==> src/rtl/disp_key_scan.sv <==
module disp_key_scan #(
  parameter int NUM_DIGITS = 6,
  parameter int SEG_W      = 8,
  parameter int KEY_W      = 8,
  parameter int TICK_DIV   = 125000,
  parameter int BLANK_CYC  = 2,
  parameter int ADDR_W     = $clog2(NUM_DIGITS)
) (
  input  logic                  clk,
  input  logic                  rst,
  input  logic                  wr_en,
  input  logic [ADDR_W-1:0]     wr_addr,
  input  logic [SEG_W-1:0]      wr_data,
  input  logic [ADDR_W-1:0]     rd_addr,
  output logic [KEY_W-1:0]      rd_data,
  input  logic [KEY_W-1:0]      key_ret_n,
  output logic [SEG_W-1:0]      seg_out,
  output logic [NUM_DIGITS-1:0] dig_n,
  output logic                  scan_done
);
  localparam int CNT_W = $clog2(TICK_DIV);
  localparam logic [ADDR_W-1:0] LAST    = ADDR_W'(NUM_DIGITS - 1);
  localparam logic [CNT_W-1:0]  P_END   = CNT_W'(TICK_DIV - 1);
  localparam logic [CNT_W-1:0]  P_SAMP  = CNT_W'(TICK_DIV - 2);
  localparam logic [CNT_W-1:0]  P_SHOW  = CNT_W'(BLANK_CYC - 1);
  localparam logic [CNT_W-1:0]  P_LIT   = CNT_W'(BLANK_CYC);

  logic [CNT_W-1:0]  pre_cnt;
  logic [ADDR_W-1:0] cur;
  logic [SEG_W-1:0]  seg_mem [NUM_DIGITS];
  logic [KEY_W-1:0]  key_img [NUM_DIGITS];
  logic [KEY_W-1:0]  ks1, ks2;
  logic [SEG_W-1:0]  seg_q;
  logic              done_q;

  wire slot_end = (pre_cnt == P_END);
  wire sample   = (pre_cnt == P_SAMP);
  wire show     = (pre_cnt == P_SHOW);
  wire blank    = (pre_cnt < P_LIT);

  always_ff @(posedge clk) begin
    if (rst) begin
      pre_cnt <= '0;
      cur     <= '0;
      seg_q   <= '0;
      done_q  <= 1'b0;
      ks1     <= '1;
      ks2     <= '1;
      for (int i = 0; i < NUM_DIGITS; i++) begin
        seg_mem[i] <= '0;
        key_img[i] <= '0;
      end
    end else begin
      ks1     <= key_ret_n;
      ks2     <= ks1;
      pre_cnt <= slot_end ? '0 : pre_cnt + 1'b1;
      if (slot_end)
        cur <= (cur == LAST) ? '0 : cur + 1'b1;
      if (slot_end)
        seg_q <= '0;
      else if (show)
        seg_q <= seg_mem[cur];
      if (sample)
        key_img[cur] <= ks2;
      done_q <= sample && (cur == LAST);
      if (wr_en && (wr_addr <= LAST))
        seg_mem[wr_addr] <= wr_data;
    end
  end

  for (genvar g = 0; g < NUM_DIGITS; g++) begin : g_sel
    assign dig_n[g] = blank | (cur != ADDR_W'(g));
  end

  assign seg_out   = seg_q;
  assign scan_done = done_q;
  assign rd_data   = (rd_addr <= LAST) ? key_img[rd_addr] : '0;
endmodule

==> config.mk <==
export PLATFORM = sky130hd
export DESIGN_NAME = disp_key_scan
export DESIGN_NICKNAME = d
export VERILOG_FILES = /design/src/rtl/disp_key_scan.sv
export SDC_FILE = /design/constraint.sdc
export NUM_CORES = 1
export LEC_CHECK = 0
export BUFFER_PORTS_ARGS = -buffer_cell sky130_fd_sc_hd__buf_4
export CORE_UTILIZATION = 55
export DETAILED_ROUTE_END_ITERATION = 8
export PLACE_DENSITY = 0.84
export SLEW_MARGIN = 20
export SYNTH_ARGS = -nofsm -noshare
export SYNTH_HDL_FRONTEND = slang
export SYNTH_SLANG_ARGS = --single-unit
==> constraint.sdc <==
create_clock -name clk -period 2.73 [get_ports clk]
set_input_delay 0.273 -clock clk [delete_from_list [all_inputs] [get_ports clk]]
set_output_delay 0.273 -clock clk [all_outputs]
set_load 0.01 [all_outputs]
**Word-level counts from Yosys, hierarchy flattened**

Memories as Yosys holds them, arrays and structs flattened. A register that Yosys moved wholly into a read port is not among the register bits.
Cells that the tools add are included.
W data, S select, Z words.

- Equal/unequal tests: 9
- Reductions and logical operators: 6
- Add/subtract/negate cells: 2
- Muxes and demuxes: 16
- Magnitude comparators: 3
- Bitwise logic cells: 6

Operators with widths:

| kind | count |
|---|---|
| $eq A17 B17 Y1 const B | 2 |
| $mux W8 | 3 |
| $add A17 B1 Y17 const B | 1 |
| $eq A17 B1 Y1 const B | 1 |
| $lt A17 B2 Y1 const B | 1 |
| $reduce_or A8 Y1 | 2 |
| $mux W1 | 10 |
| $mux W3 | 3 |
| $le A3 B3 Y1 const B | 2 |
| $ne A3 B2 Y1 const B | 2 |
| $ne A3 B3 Y1 const B | 2 |
| $or A1 B1 Y1 | 6 |
| $add A3 B1 Y3 const B | 1 |
| $eq A3 B3 Y1 const B | 1 |
| $ne A3 B1 Y1 const B | 1 |
| $reduce_bool A3 Y1 | 1 |
| $logic_and A1 B1 Y1 | 2 |
| $reduce_or A2 Y1 | 1 |

- Memories: 2
- Memory bits (writable): 96
- Word-level logic and storage cells: 49
- Register bits: 37

Memories:

| name | words | width | rd ports | clocked after Yosys merged registers in | write ports | line | text |
|---|---|---|---|---|---|---|---|
| key_img | 6 | 8 | 1 | 0 | 6 | 31 | `logic [KEY_W-1:0] key_img [NUM_DIGITS];` |
| seg_mem | 6 | 8 | 1 | 1 | 6 | 30 | `logic [SEG_W-1:0] seg_mem [NUM_DIGITS];` |

**Logic depth before layout (Yosys ltp)**

Gate-level depths: netlist of run 1.

- Depth in word-level cells: 7
- Gate-level depth with buffers: 7

**Worst setup path before layout of run 1**

OpenSTA, ideal clock, no wires.

- Path kind: register to register
- Start: reg pre_cnt[7]
- End: mem key_img[3][0] (enable)
- Clock period less this slack: 2.406 ns
- Buffers on the path: 0
- Data required time: 2.420 ns
- Setup time: 0.310 ns
- Setup slack: 0.324 ns
- Stages on the path, launching flop included: 5
- Arrival time: 2.096 ns
- Cells stage by stage: dfxtp_1 -> or4_1 -> or4_4 -> nor4_2 -> or2_2

RTL lines:

| element | line | text |
|---|---|---|
| from (decl) | 28 | `logic [CNT_W-1:0] pre_cnt;` |
| from (signal assigned) | 56 | `pre_cnt <= slot_end ? '0 : pre_cnt + 1'b1;` |
| to (decl) | 31 |  |

==> flow_metrics.env, run 1 <==
export IMPL_io_buffer_count=47
export IMPL_grt_start_max_net_pins=41
export IMPL_cp_end_kind="flip-flop"
export IMPL_die_h_um=113.1
export IMPL_syn_area_sq_um=6789
export IMPL_relSlewSlack=0.5856
export IMPL_layout_nets=638
export IMPL_crit_buf_inv=0
export IMPL_crit_end="key_img[0][6]"
export IMPL_status="finished, final reports clean"
export IMPL_hold_viol=0
export IMPL_cts_root_buffer="clkbuf_16"
export IMPL_setup_ws_ns=0.1884
export IMPL_cp_start_kind="flip-flop"
export IMPL_start_util=0.5652
export IMPL_grt_pass1_vias=4345
export IMPL_period_minus_slack_ns=2.542
export IMPL_rows=40
export IMPL_vdd_ir_drop_max_v=0.0005256
export IMPL_setup_viol=0
export IMPL_drive_gt1_frac=0.2058
export IMPL_synth_common_cells="edfxtp_1 (112), nor2_1 (46), dfxtp_1 (45)"
export IMPL_syn_to_final_growth_pct=16.66
export IMPL_yosysUniqueCellTypes=45
export IMPL_path_class="reg2reg"
export IMPL_synth_seq_cells=157
export IMPL_vias=4466
export IMPL_r2r_cells=4
export IMPL_rrSetupSlack_ns=0.19
export IMPL_antenna_left=0
export IMPL_hp_class="in2reg"
export IMPL_slowest_delay_ns=0.63
export IMPL_maxCapViolations=0
export IMPL_place_congestion=0.8519
export IMPL_synth_edf_count=112
export IMPL_seqCellArea_sq_um=4264
export IMPL_startpoint="pre_cnt[7]"
export IMPL_p_leak_nw=3.055
export IMPL_crit_chain="or4_1 > or4_4 > nor2_2 > a21o_1"
export IMPL_worstPathRequired_ns=2.82
export IMPL_hold_depth=2
export IMPL_cts_tree="done"
export IMPL_worst_slew_pin_slew_ns=0.6193
export IMPL_reg2reg_from="pre_cnt[7]"
export IMPL_core_sq_um=12010
export IMPL_synth_top_cell_area_share=0.4954
export IMPL_die_w_um=113.1
export IMPL_clock_path_buffers=2
export IMPL_wl_um=13880
export IMPL_wl_per_cell_um=18.05
export IMPL_clock_latency_ns=0.42
export IMPL_synth_most_common_cell="edfxtp_1"
export IMPL_h_tree_depth=4
export IMPL_yosysTopAreaCell="edfxtp_1"
export IMPL_place_hpwl_um=9889
export IMPL_r2r_end="key_img[0][6]"
export IMPL_slew_violations=0
export IMPL_drt_iter0_drc=355
export IMPL_rsz0062_at_grt="false"
export IMPL_worst_endpoint_arrival_ns=2.63
export IMPL_path_delay_family="simple AND/OR/NAND/NOR gates"
export IMPL_ys_flop_type="edfxtp_1"
export IMPL_gr_total_overflow=0
export IMPL_yosys_warnings=0
export IMPL_finalSetupTns_ns=0
export IMPL_cts_buffers=17
export IMPL_path_depth=4
export IMPL_synth_area_leaders="edfxtp_1 (50%), dfxtp_1 (13%), mux2i_1 (4.1%)"
export IMPL_cpMaxStageDelayCell="or4_4"
export IMPL_cts_clk_slew_worst_paths_ns=0.06
export IMPL_ios=48
export IMPL_post_route_period_util=0.9310
export IMPL_max_freq_mhz=393.5
export IMPL_diodes=0
export IMPL_grt_pass1_wl_um=22360
export IMPL_synthCells=552
export IMPL_die_area_sq_um=12790
export IMPL_final_fill_count=872
export IMPL_fin_worst_skew_ns=0.007532
export IMPL_avgSynthCellArea_sq_um=12.30
export IMPL_multiInputGateArea_sq_um=2331
export IMPL_drtPass1Iterations=5
export IMPL_vias_per_cell=5.808
export IMPL_pre_cts_slack_ns=0.1141
export IMPL_synth_async_reset_ratio=0
export IMPL_clkSinkCount=157
export IMPL_path_max_fanout=11
export IMPL_drc=0
export IMPL_pwr_density_cell_nw_per_um2=680.1
export IMPL_ys_seq_area_frac=0.6281
export IMPL_grt_use_total=0.2353
export IMPL_grt_antenna_before_repair=0
export IMPL_final_core_util=0.6594
-- stage by stage --
stage | hold WS, ns | std cells | cell area, sq um | total power, mW
floorplan | 0.3768 | 567 | 6845 | 2.938
global placement | 0.3930 | 737 | 7320 | 3.058
detailed placement | 0.3944 | 737 | 7320 | 3.080
CTS | 0.01608 | 769 | 7916 | 5.407
global route | 0.01357 | 769 | 7920 | 5.549
finish | 0.03690 | 769 | 7920 | 5.386
-- cell families (layout without fill, tap and decap cells) --
group | after synthesis | count (layout) | share of synthesized area
simple gates | 218 | 218 | 0.1742
mux | 40 | 40 | 0.08109
compound gates | 56 | 56 | 0.05713
buf+inv | 65 | 120 | 0.03741
other cells | 1 | 16 | 0.0005524
xor+xnor | 11 | 11 | 0.01419
fa+ha+maj | 4 | 4 | 0.007372
flops | 157 | 157 | 0.6281
-- worst min-delay path by stage --
stage	end	startpoint
floorplan	ks1[0]	key_ret_n[0]
global placement	ks2[7]	ks1[7]
detailed placement	ks2[0]	ks1[0]
CTS	ks1[0]	key_ret_n[0]
global route	ks1[0]	key_ret_n[0]
finish	ks1[0]	key_ret_n[0]
-- timing repair --
action	in CTS	in global routing
setup buffers	0	0
hold buffers	0	0
setup endpoints to repair	0	32
resized for setup	0	2
-- per-layer routing --
metal  wire [um]  track usage
met4         263      0.07807
met5           0            0
met3         958      0.07338
met1        5594       0.2912
met2        7063       0.3943
-- report_power, final --
group / internal (mW) / leakage (nW) / switching (mW)
logic: 0.134 / 1.33 / 0.163
clock network: 1.39 / 0.290 / 0.964
registers: 2.68 / 1.44 / 0.0611
total: 4.20 / 3.05 / 1.19
-- sequential cells by signal, summed over array words and instances (netlist names) --
signal and flops:
seg_mem 64, key_img 48, pre_cnt 17, ks1 8, ks2 8, seg_out 8, cur 3, scan_done 1
-- cell usage in the layout (no fill, tap or decap), drive strengths merged, types with 5 or more instances in the layout --
| cell type | Yosys | layout |
|---|---|---|
| a21o | 6 | 6 |
| a21oi | 13 | 13 |
| a22oi | 6 | 6 |
| a32oi | 6 | 6 |
| and2 | 34 | 34 |
| and3 | 33 | 33 |
| buf | 8 | 57 |
| clkbuf | 26 | 18 |
| conb | 1 | 16 |
| dfxtp | 45 | 45 |
| edfxtp | 112 | 112 |
| inv | 31 | 37 |
| mux2i | 28 | 28 |
| mux4 | 12 | 12 |
| nand2 | 33 | 33 |
| nand2b | 5 | 5 |
| nand3 | 6 | 6 |
| nand4 | 7 | 7 |
| nor2 | 47 | 47 |
| nor3 | 9 | 9 |
| nor4 | 7 | 7 |
| o2111ai | 6 | 6 |
| o22ai | 8 | 8 |
| or2 | 19 | 19 |
| or4 | 7 | 7 |
| xnor2 | 7 | 7 |
-- worst reg2reg max path: stages, from the launching register on --
cell and delay, ns:
dfxtp_1 0.36, or4_1 0.61, or4_4 0.63, nor2_2 0.27, a21o_1 0.35
-- cell type report --
cell class,instances,area share
Multi-Input combinational cell,345,0.2943
Timing Repair Buffer,57,0.05403
Clock inverter,14,0.01991
Inverter,31,0.01469
Tap cell,147,0.02322
Clock buffer,18,0.05545
Sequential cell,157,0.5384
(Power assumes the default switching activity.)
==> run 2, diff against run 1 <==
--- a/config.mk
+++ b/config.mk
@@ -8,7 +8,8 @@
 export BUFFER_PORTS_ARGS = -buffer_cell sky130_fd_sc_hd__buf_4
 export CORE_UTILIZATION = 55
 export DETAILED_ROUTE_END_ITERATION = 8
-export PLACE_DENSITY = 0.84
+export PLACE_DENSITY = 0.74
+export SKIP_CTS_REPAIR_TIMING = 1
 export SLEW_MARGIN = 20
 export SYNTH_ARGS = -nofsm -noshare
 export SYNTH_HDL_FRONTEND = slang
==> constraint.sdc (replaced) <==
create_clock -name clk -period 2.9 [get_ports clk]
set_input_delay 0.29 -clock clk [delete_from_list [all_inputs] [get_ports clk]]
set_output_delay 0.29 -clock clk [all_outputs]
set_load 0.01 [all_outputs]
==> run 2 against run 1 <==
Effect of this change: global-route usage shrank 1.3 points; flip-flop and latch count did not move; core utilization about the same; final cell count is 0.26% lower; largest cell class unchanged; sequential power fell by 6%.
==> flow_metrics.env, run 2 (synthesis gave the netlist of run 1 again) <==
export IMPL_cts_buffers=17
export IMPL_p_leak_nw=3.043
export IMPL_worst_slew_pin_slew_ns=0.8099
export IMPL_path_max_fanout=11
export IMPL_place_hpwl_um=9682
export IMPL_setup_viol=0
export IMPL_rows=40
export IMPL_seqCellArea_sq_um=4264
export IMPL_grt_start_max_net_pins=41
export IMPL_relSlewSlack=0.4559
export IMPL_worstPathRequired_ns=2.99
export IMPL_cts_clk_slew_worst_paths_ns=0.06
export IMPL_h_tree_depth=4
export IMPL_multiInputGateArea_sq_um=2327
export IMPL_cts_tree="done"
export IMPL_grt_pass1_wl_um=21000
export IMPL_wl_um=13300
export IMPL_fin_worst_skew_ns=0.007563
export IMPL_cp_end_kind="flip-flop"
export IMPL_slowest_delay_ns=0.63
export IMPL_drt_iter0_drc=288
export IMPL_drtPass1Iterations=4
export IMPL_diodes=0
export IMPL_pwr_density_cell_nw_per_um2=643.2
export IMPL_finalSetupTns_ns=0
export IMPL_io_buffer_count=47
export IMPL_crit_chain="or4_1 > or4_4 > nor2_1 > a21o_1"
export IMPL_path_class="reg2reg"
export IMPL_max_flop_register="seg_mem"
export IMPL_grt_antenna_before_repair=0
export IMPL_vias=4312
export IMPL_wl_per_cell_um=17.34
export IMPL_startpoint="pre_cnt[7]"
export IMPL_clock_path_buffers=2
export IMPL_clkSinkCount=157
export IMPL_slew_violations=0
export IMPL_drc=0
export IMPL_max_freq_mhz=376.5
export IMPL_rsz0062_at_grt="false"
export IMPL_place_congestion=0.8035
export IMPL_clock_latency_ns=0.42
export IMPL_finalPower_mw=5.092
export IMPL_cp_start_kind="flip-flop"
export IMPL_grt_use_total=0.2221
export IMPL_reg2reg_from="pre_cnt[7]"
export IMPL_die_w_um=113.1
export IMPL_grt_pass1_vias=4027
export IMPL_vdd_ir_drop_max_v=0.0004810
export IMPL_final_cell_mix="edfxtp_1 (112), buf_4 (55), nor2_1 (46)"
export IMPL_core_sq_um=12010
export IMPL_maxCapViolations=0
export IMPL_fin_area_sq_um=7916
export IMPL_hold_start="key_ret_n[7]"
export IMPL_die_area_sq_um=12790
export IMPL_hold_ws_ns=0.05481
export IMPL_drive_gt1_frac=0.1952
export IMPL_cts_root_buffer="clkbuf_16"
export IMPL_die_h_um=113.1
export IMPL_vias_per_cell=5.622
export IMPL_cpMaxStageDelayCell="or4_4"
export IMPL_start_util=0.5652
export IMPL_top_regs="seg_mem: 64 flops, key_img: 48 flops, pre_cnt: 17 flops"
export IMPL_layout_nets=636
export IMPL_post_route_period_util=0.9160
export IMPL_largest_reg_flops=64
export IMPL_postPlaceCellArea_sq_um=7305
export IMPL_hold_viol=0
export IMPL_gr_total_overflow=0
export IMPL_ios=48
export IMPL_final_fill_count=880
export IMPL_period_minus_slack_ns=2.656
export IMPL_hp_class="in2reg"
export IMPL_syn_to_final_growth_pct=16.61
export IMPL_final_common_cell="edfxtp_1"
export IMPL_status="finished, final reports clean"
export IMPL_antenna_left=0
export IMPL_worst_endpoint_arrival_ns=2.75
## run 2: changes by cell type in the layout (fill, tap and decap cells not counted), moves of 2 or more
cell,delta
clkbuf_8,+2
clkinv_4,-2
inv_6,-4
clkinvlp_4,+2
clkbuf_1,+2
buf_4,-2
## run 2: per-stage QoR
stage,std cells,worst slack (ns),utilization
floorplan,567,0.4943,-
global placement,735,0.2755,0.6081
detailed placement,735,0.2628,0.6081
CTS,767,0.2489,0.6591
global route,767,0.1550,0.6591
finish,767,0.2437,0.6591
## run 2: worst paths after layout
path / end / slack (ns) / cells past startpoint
setup / recovery: key_img[5][6] / 0.24 / 4
hold / removal: ks1[7] / 0.05 / 2
setup reg to reg: key_img[5][6] / 0.24 / 4
hold reg to reg: ks2[3] / 0.40 / 1
## run 2: routing by layer
metal	vias to the layer above	part of all wire	track usage	routed length, um
met5	-	0	0	0
met4	0	0.018	0.09649	240
met3	17	0.054	0.04339	719
met2	131	0.48	0.3501	6413
met1	2058	0.45	0.3027	5923
li1	2106	-	-	-
## run 2: where the power goes
part / leakage [nW] / total, mW / internal, mW / switching (mW)
registers: 1.44 / 2.57 / 2.52 / 0.0550
clock network: 0.286 / 2.24 / 1.42 / 0.826
logic: 1.32 / 0.273 / 0.126 / 0.147
## run 2: cell type report
class / instances / share of cell area
inverter: 31 / 0.01470
multi-input combinational: 345 / 0.2940
tap: 147 / 0.02323
clock buffer: 22 / 0.05990
clock inverter: 10 / 0.01739
timing repair buffer: 55 / 0.05216
sequential: 157 / 0.5386
## run 2: critical path: cells and delay by family, from the launching register on
family / cells / cell delay [ns]
simple gates: 3 / 1.60
flops: 1 / 0.35
compound gates: 1 / 0.37
==> run 3, diff against run 2 <==
--- a/config.mk
+++ b/config.mk
@@ -5,10 +5,12 @@
 export SDC_FILE = /design/constraint.sdc
 export NUM_CORES = 1
 export LEC_CHECK = 0
+export ABC_AREA = 1
 export BUFFER_PORTS_ARGS = -buffer_cell sky130_fd_sc_hd__buf_4
+export CORE_MARGIN = 2
 export CORE_UTILIZATION = 55
 export DETAILED_ROUTE_END_ITERATION = 8
-export PLACE_DENSITY = 0.74
+export PLACE_DENSITY = 0.73
 export SKIP_CTS_REPAIR_TIMING = 1
 export SLEW_MARGIN = 20
 export SYNTH_ARGS = -nofsm -noshare
==> run 3 against run 2 <==
Effect of this change: final cell count up 39%; clock power is 5% lower; setup slack improved by 0.52 ns; cell area rose by 5.9%; wire length grew 19%; die area is 11% higher; register-to-register slack improved by 0.57 ns; area after synthesis rose by 7.3%; core utilization decreased by 1.8 points; clock skew hardly changed.
==> flow_metrics.env, run 3 <==
export IMPL_clock_latency_ns=0.42
export IMPL_rsz0062_at_grt="false"
export IMPL_synthCells=813
export IMPL_p_clk_frac=0.414
export IMPL_relSlewSlack=0.4734
export IMPL_p_leak_nw=3.480
export IMPL_drive_gt1_frac=0.1556
export IMPL_synthSimpleGateAreaFrac=0.2809
export IMPL_io_buffer_count=47
export IMPL_worst_endpoint_arrival_ns=1.85
export IMPL_rrSetupSlack_ns=0.81
export IMPL_synth_top_cell_area_share=0.4698
export IMPL_synth_compound_area_frac=0.05426
export IMPL_rows=42
export IMPL_grt_start_max_net_pins=33
export IMPL_r2r_end="key_img[1][7]"
export IMPL_drtPass1Iterations=6
export IMPL_syn_area_sq_um=7287
export IMPL_vdd_ir_drop_max_v=0.0003815
export IMPL_die_h_um=119.1
export IMPL_synth_top_family_by_area="simple AND/OR/NAND/NOR gates"
export IMPL_layout_nets=903
export IMPL_core_sq_um=13090
export IMPL_syn_to_final_growth_pct=15.09
export IMPL_wl_um=15780
export IMPL_yosys_warnings=0
export IMPL_grt_use_total=0.2364
export IMPL_synth_common_cells="nand2_1 (263), nor2_1 (137), edfxtp_1 (114)"
export IMPL_synth_xor_area_frac=0.004808
export IMPL_start_util=0.5569
export IMPL_reg2reg_from="cur[2]"
export IMPL_finalSetupTns_ns=0
export IMPL_die_area_sq_um=14190
export IMPL_cts_clk_slew_worst_paths_ns=0.07
export IMPL_combPwrFrac=0.081
export IMPL_period_minus_slack_ns=2.136
export IMPL_ys_flop_type="edfxtp_1"
export IMPL_diodes=0
export IMPL_min_to="ks1[1]"
export IMPL_yosysUniqueCellTypes=37
export IMPL_antenna_left=0
export IMPL_synth_mux_area_frac=0
export IMPL_synth_most_common_cell="nand2_1"
export IMPL_top_regs="seg_mem: 64 flops, key_img: 50 flops, pre_cnt: 17 flops"
export IMPL_hp_class="in2reg"
export IMPL_cts_tree="done"
export IMPL_place_hpwl_um=11580
export IMPL_hold_ws_ns=0.05069
export IMPL_clkSinkCount=159
export IMPL_largest_reg_flops=64
export IMPL_vias=5475
export IMPL_synth_edf_count=114
export IMPL_synth_async_reset_ratio=0
export IMPL_setup_viol=0
export IMPL_max_flop_register="seg_mem"
export IMPL_pwr_density_cell_nw_per_um2=614.1
export IMPL_wl_per_cell_um=14.85
export IMPL_p_sw_frac=0.2484
export IMPL_ios=48
export IMPL_final_common_cell="nand2_1"
export IMPL_max_freq_mhz=468.3
export IMPL_finalNonFillerCells=1063
export IMPL_worstPathRequired_ns=2.61
export IMPL_hold_viol=0
export IMPL_dp_cells=1031
export IMPL_path_max_fanout=6
export IMPL_ys_seq_area_frac=0.5934
export IMPL_final_cell_mix="nand2_1 (263), nor2_1 (137), edfxtp_1 (114)"
export IMPL_slew_violations=0
export IMPL_path_class="reg2out"
export IMPL_cts_buffers=17
export IMPL_hold_depth=2
export IMPL_intPower_mw=3.871
export IMPL_gr_total_overflow=0
export IMPL_vias_per_cell=5.151
export IMPL_drc=0
export IMPL_fin_worst_skew_ns=0.007893
export IMPL_grt_pass1_vias=5326
export IMPL_cp_end_kind="primary output"
export IMPL_worst_slew_pin_slew_ns=0.7900
export IMPL_status="finished, final reports clean"
export IMPL_clock_path_buffers=2
export IMPL_hold_start="key_ret_n[1]"
export IMPL_drt_iter0_drc=560
export IMPL_maxCapViolations=0
export IMPL_synth_area_leaders="edfxtp_1 (47%), nand2_1 (14%), dfxtp_1 (12%)"
export IMPL_r2r_cells=3
export IMPL_grt_antenna_before_repair=0
export IMPL_cp_start_kind="flip-flop"
export IMPL_grt_pass1_wl_um=25830
export IMPL_place_congestion=0.8796
export IMPL_die_w_um=119.1
export IMPL_cts_root_buffer="clkbuf_16"
export IMPL_switchingPower_mw=1.280
export IMPL_avgSynthCellArea_sq_um=8.963
export IMPL_synth_seq_cells=159
export IMPL_finalPower_mw=5.151
export IMPL_post_route_period_util=0.7364
export IMPL_yosysTopAreaCell="edfxtp_1"
export IMPL_synth_fa_ha_area_frac=0.006868
export IMPL_pwr_share_seq=0.505
export IMPL_h_tree_depth=4
run 3: cell count changes in the layout (fill, tap and decap cells not counted), moves of 14 or more:
cell     previous run  this run
a21oi_1            13        33
and2_1             34         0
and3_1             33         0
inv_1              31        58
mux2i_1            28         0
nand2_1            33       263
nor2_1             46       137
o21ai_0             4        18
run 3: area by class of cell:
cell class	count	area, sq um
Tap cell	176	220.2
Inverter	75	281.5
Multi-Input combinational cell	567	2587
Timing Repair Buffer	54	405.4
Clock buffer	18	450.4
Fill cell	1021	4698
Sequential cell	159	4324
Clock inverter	14	117.6
run 3: critical path: stages (launching register included):
cell     delay [ns]
dfxtp_1        0.36
nor2_2         0.20
inv_1          0.10
nor3_1         0.13
nand3_1        0.26
nand3_1        0.23
buf_4          0.15
run 3: how the worst max path moves through the flow:
stage,start,endpoint,slack (ns),cells after the start
after floorplan,cur[1],key_img[0][0],0.88,6
after global placement,cur[2],key_img[4][4],0.88,5
after detailed placement,cur[2],key_img[4][0],0.83,5
after CTS,pre_cnt[9],dig_n[5],0.77,6
after global routing,cur[2],key_img[4][0],0.61,5
final,pre_cnt[9],dig_n[5],0.76,6
run 3: power groups by stage:
stage                     Combinational, mW  Clock (mW)  Sequential, mW
after floorplan                       0.269           0            2.64
after global placement                0.408           0            2.65
after detailed placement              0.416           0            2.65
after CTS                             0.417        2.15            2.60
after global routing                  0.470        2.25            2.61
final                                 0.419        2.13            2.60
run 3: kinds of logic (layout without fill, tap and decap cells):
logic type | after synthesis | in the layout
AND/OR/NAND/NOR | 472 | 472
other | 1 | 16
flip-flops | 159 | 159
AO/OA/AOI/OAI | 71 | 71
adder cells (fa/ha/maj) | 4 | 4
XOR/XNOR | 4 | 4
buffers and inverters | 102 | 161
run 3: per-layer routing:
metal	part of all wire	global-route usage	vias to the layer above
met5	0	0	-
met4	0.030	0.1012	0
met3	0.056	0.04502	39
met2	0.50	0.4138	198
met1	0.41	0.2853	2518
li1	-	-	2720
run 3: through the flow:
stage	utilization	instance area (sq um)	setup slack, ns
final	0.6409	8387	0.7645
after global routing	0.6409	8387	0.6135
after CTS	0.6409	8387	0.7712
after detailed placement	0.5975	7819	0.8291
after global placement	0.5975	7819	0.8841
after floorplan	-	7343	0.8815
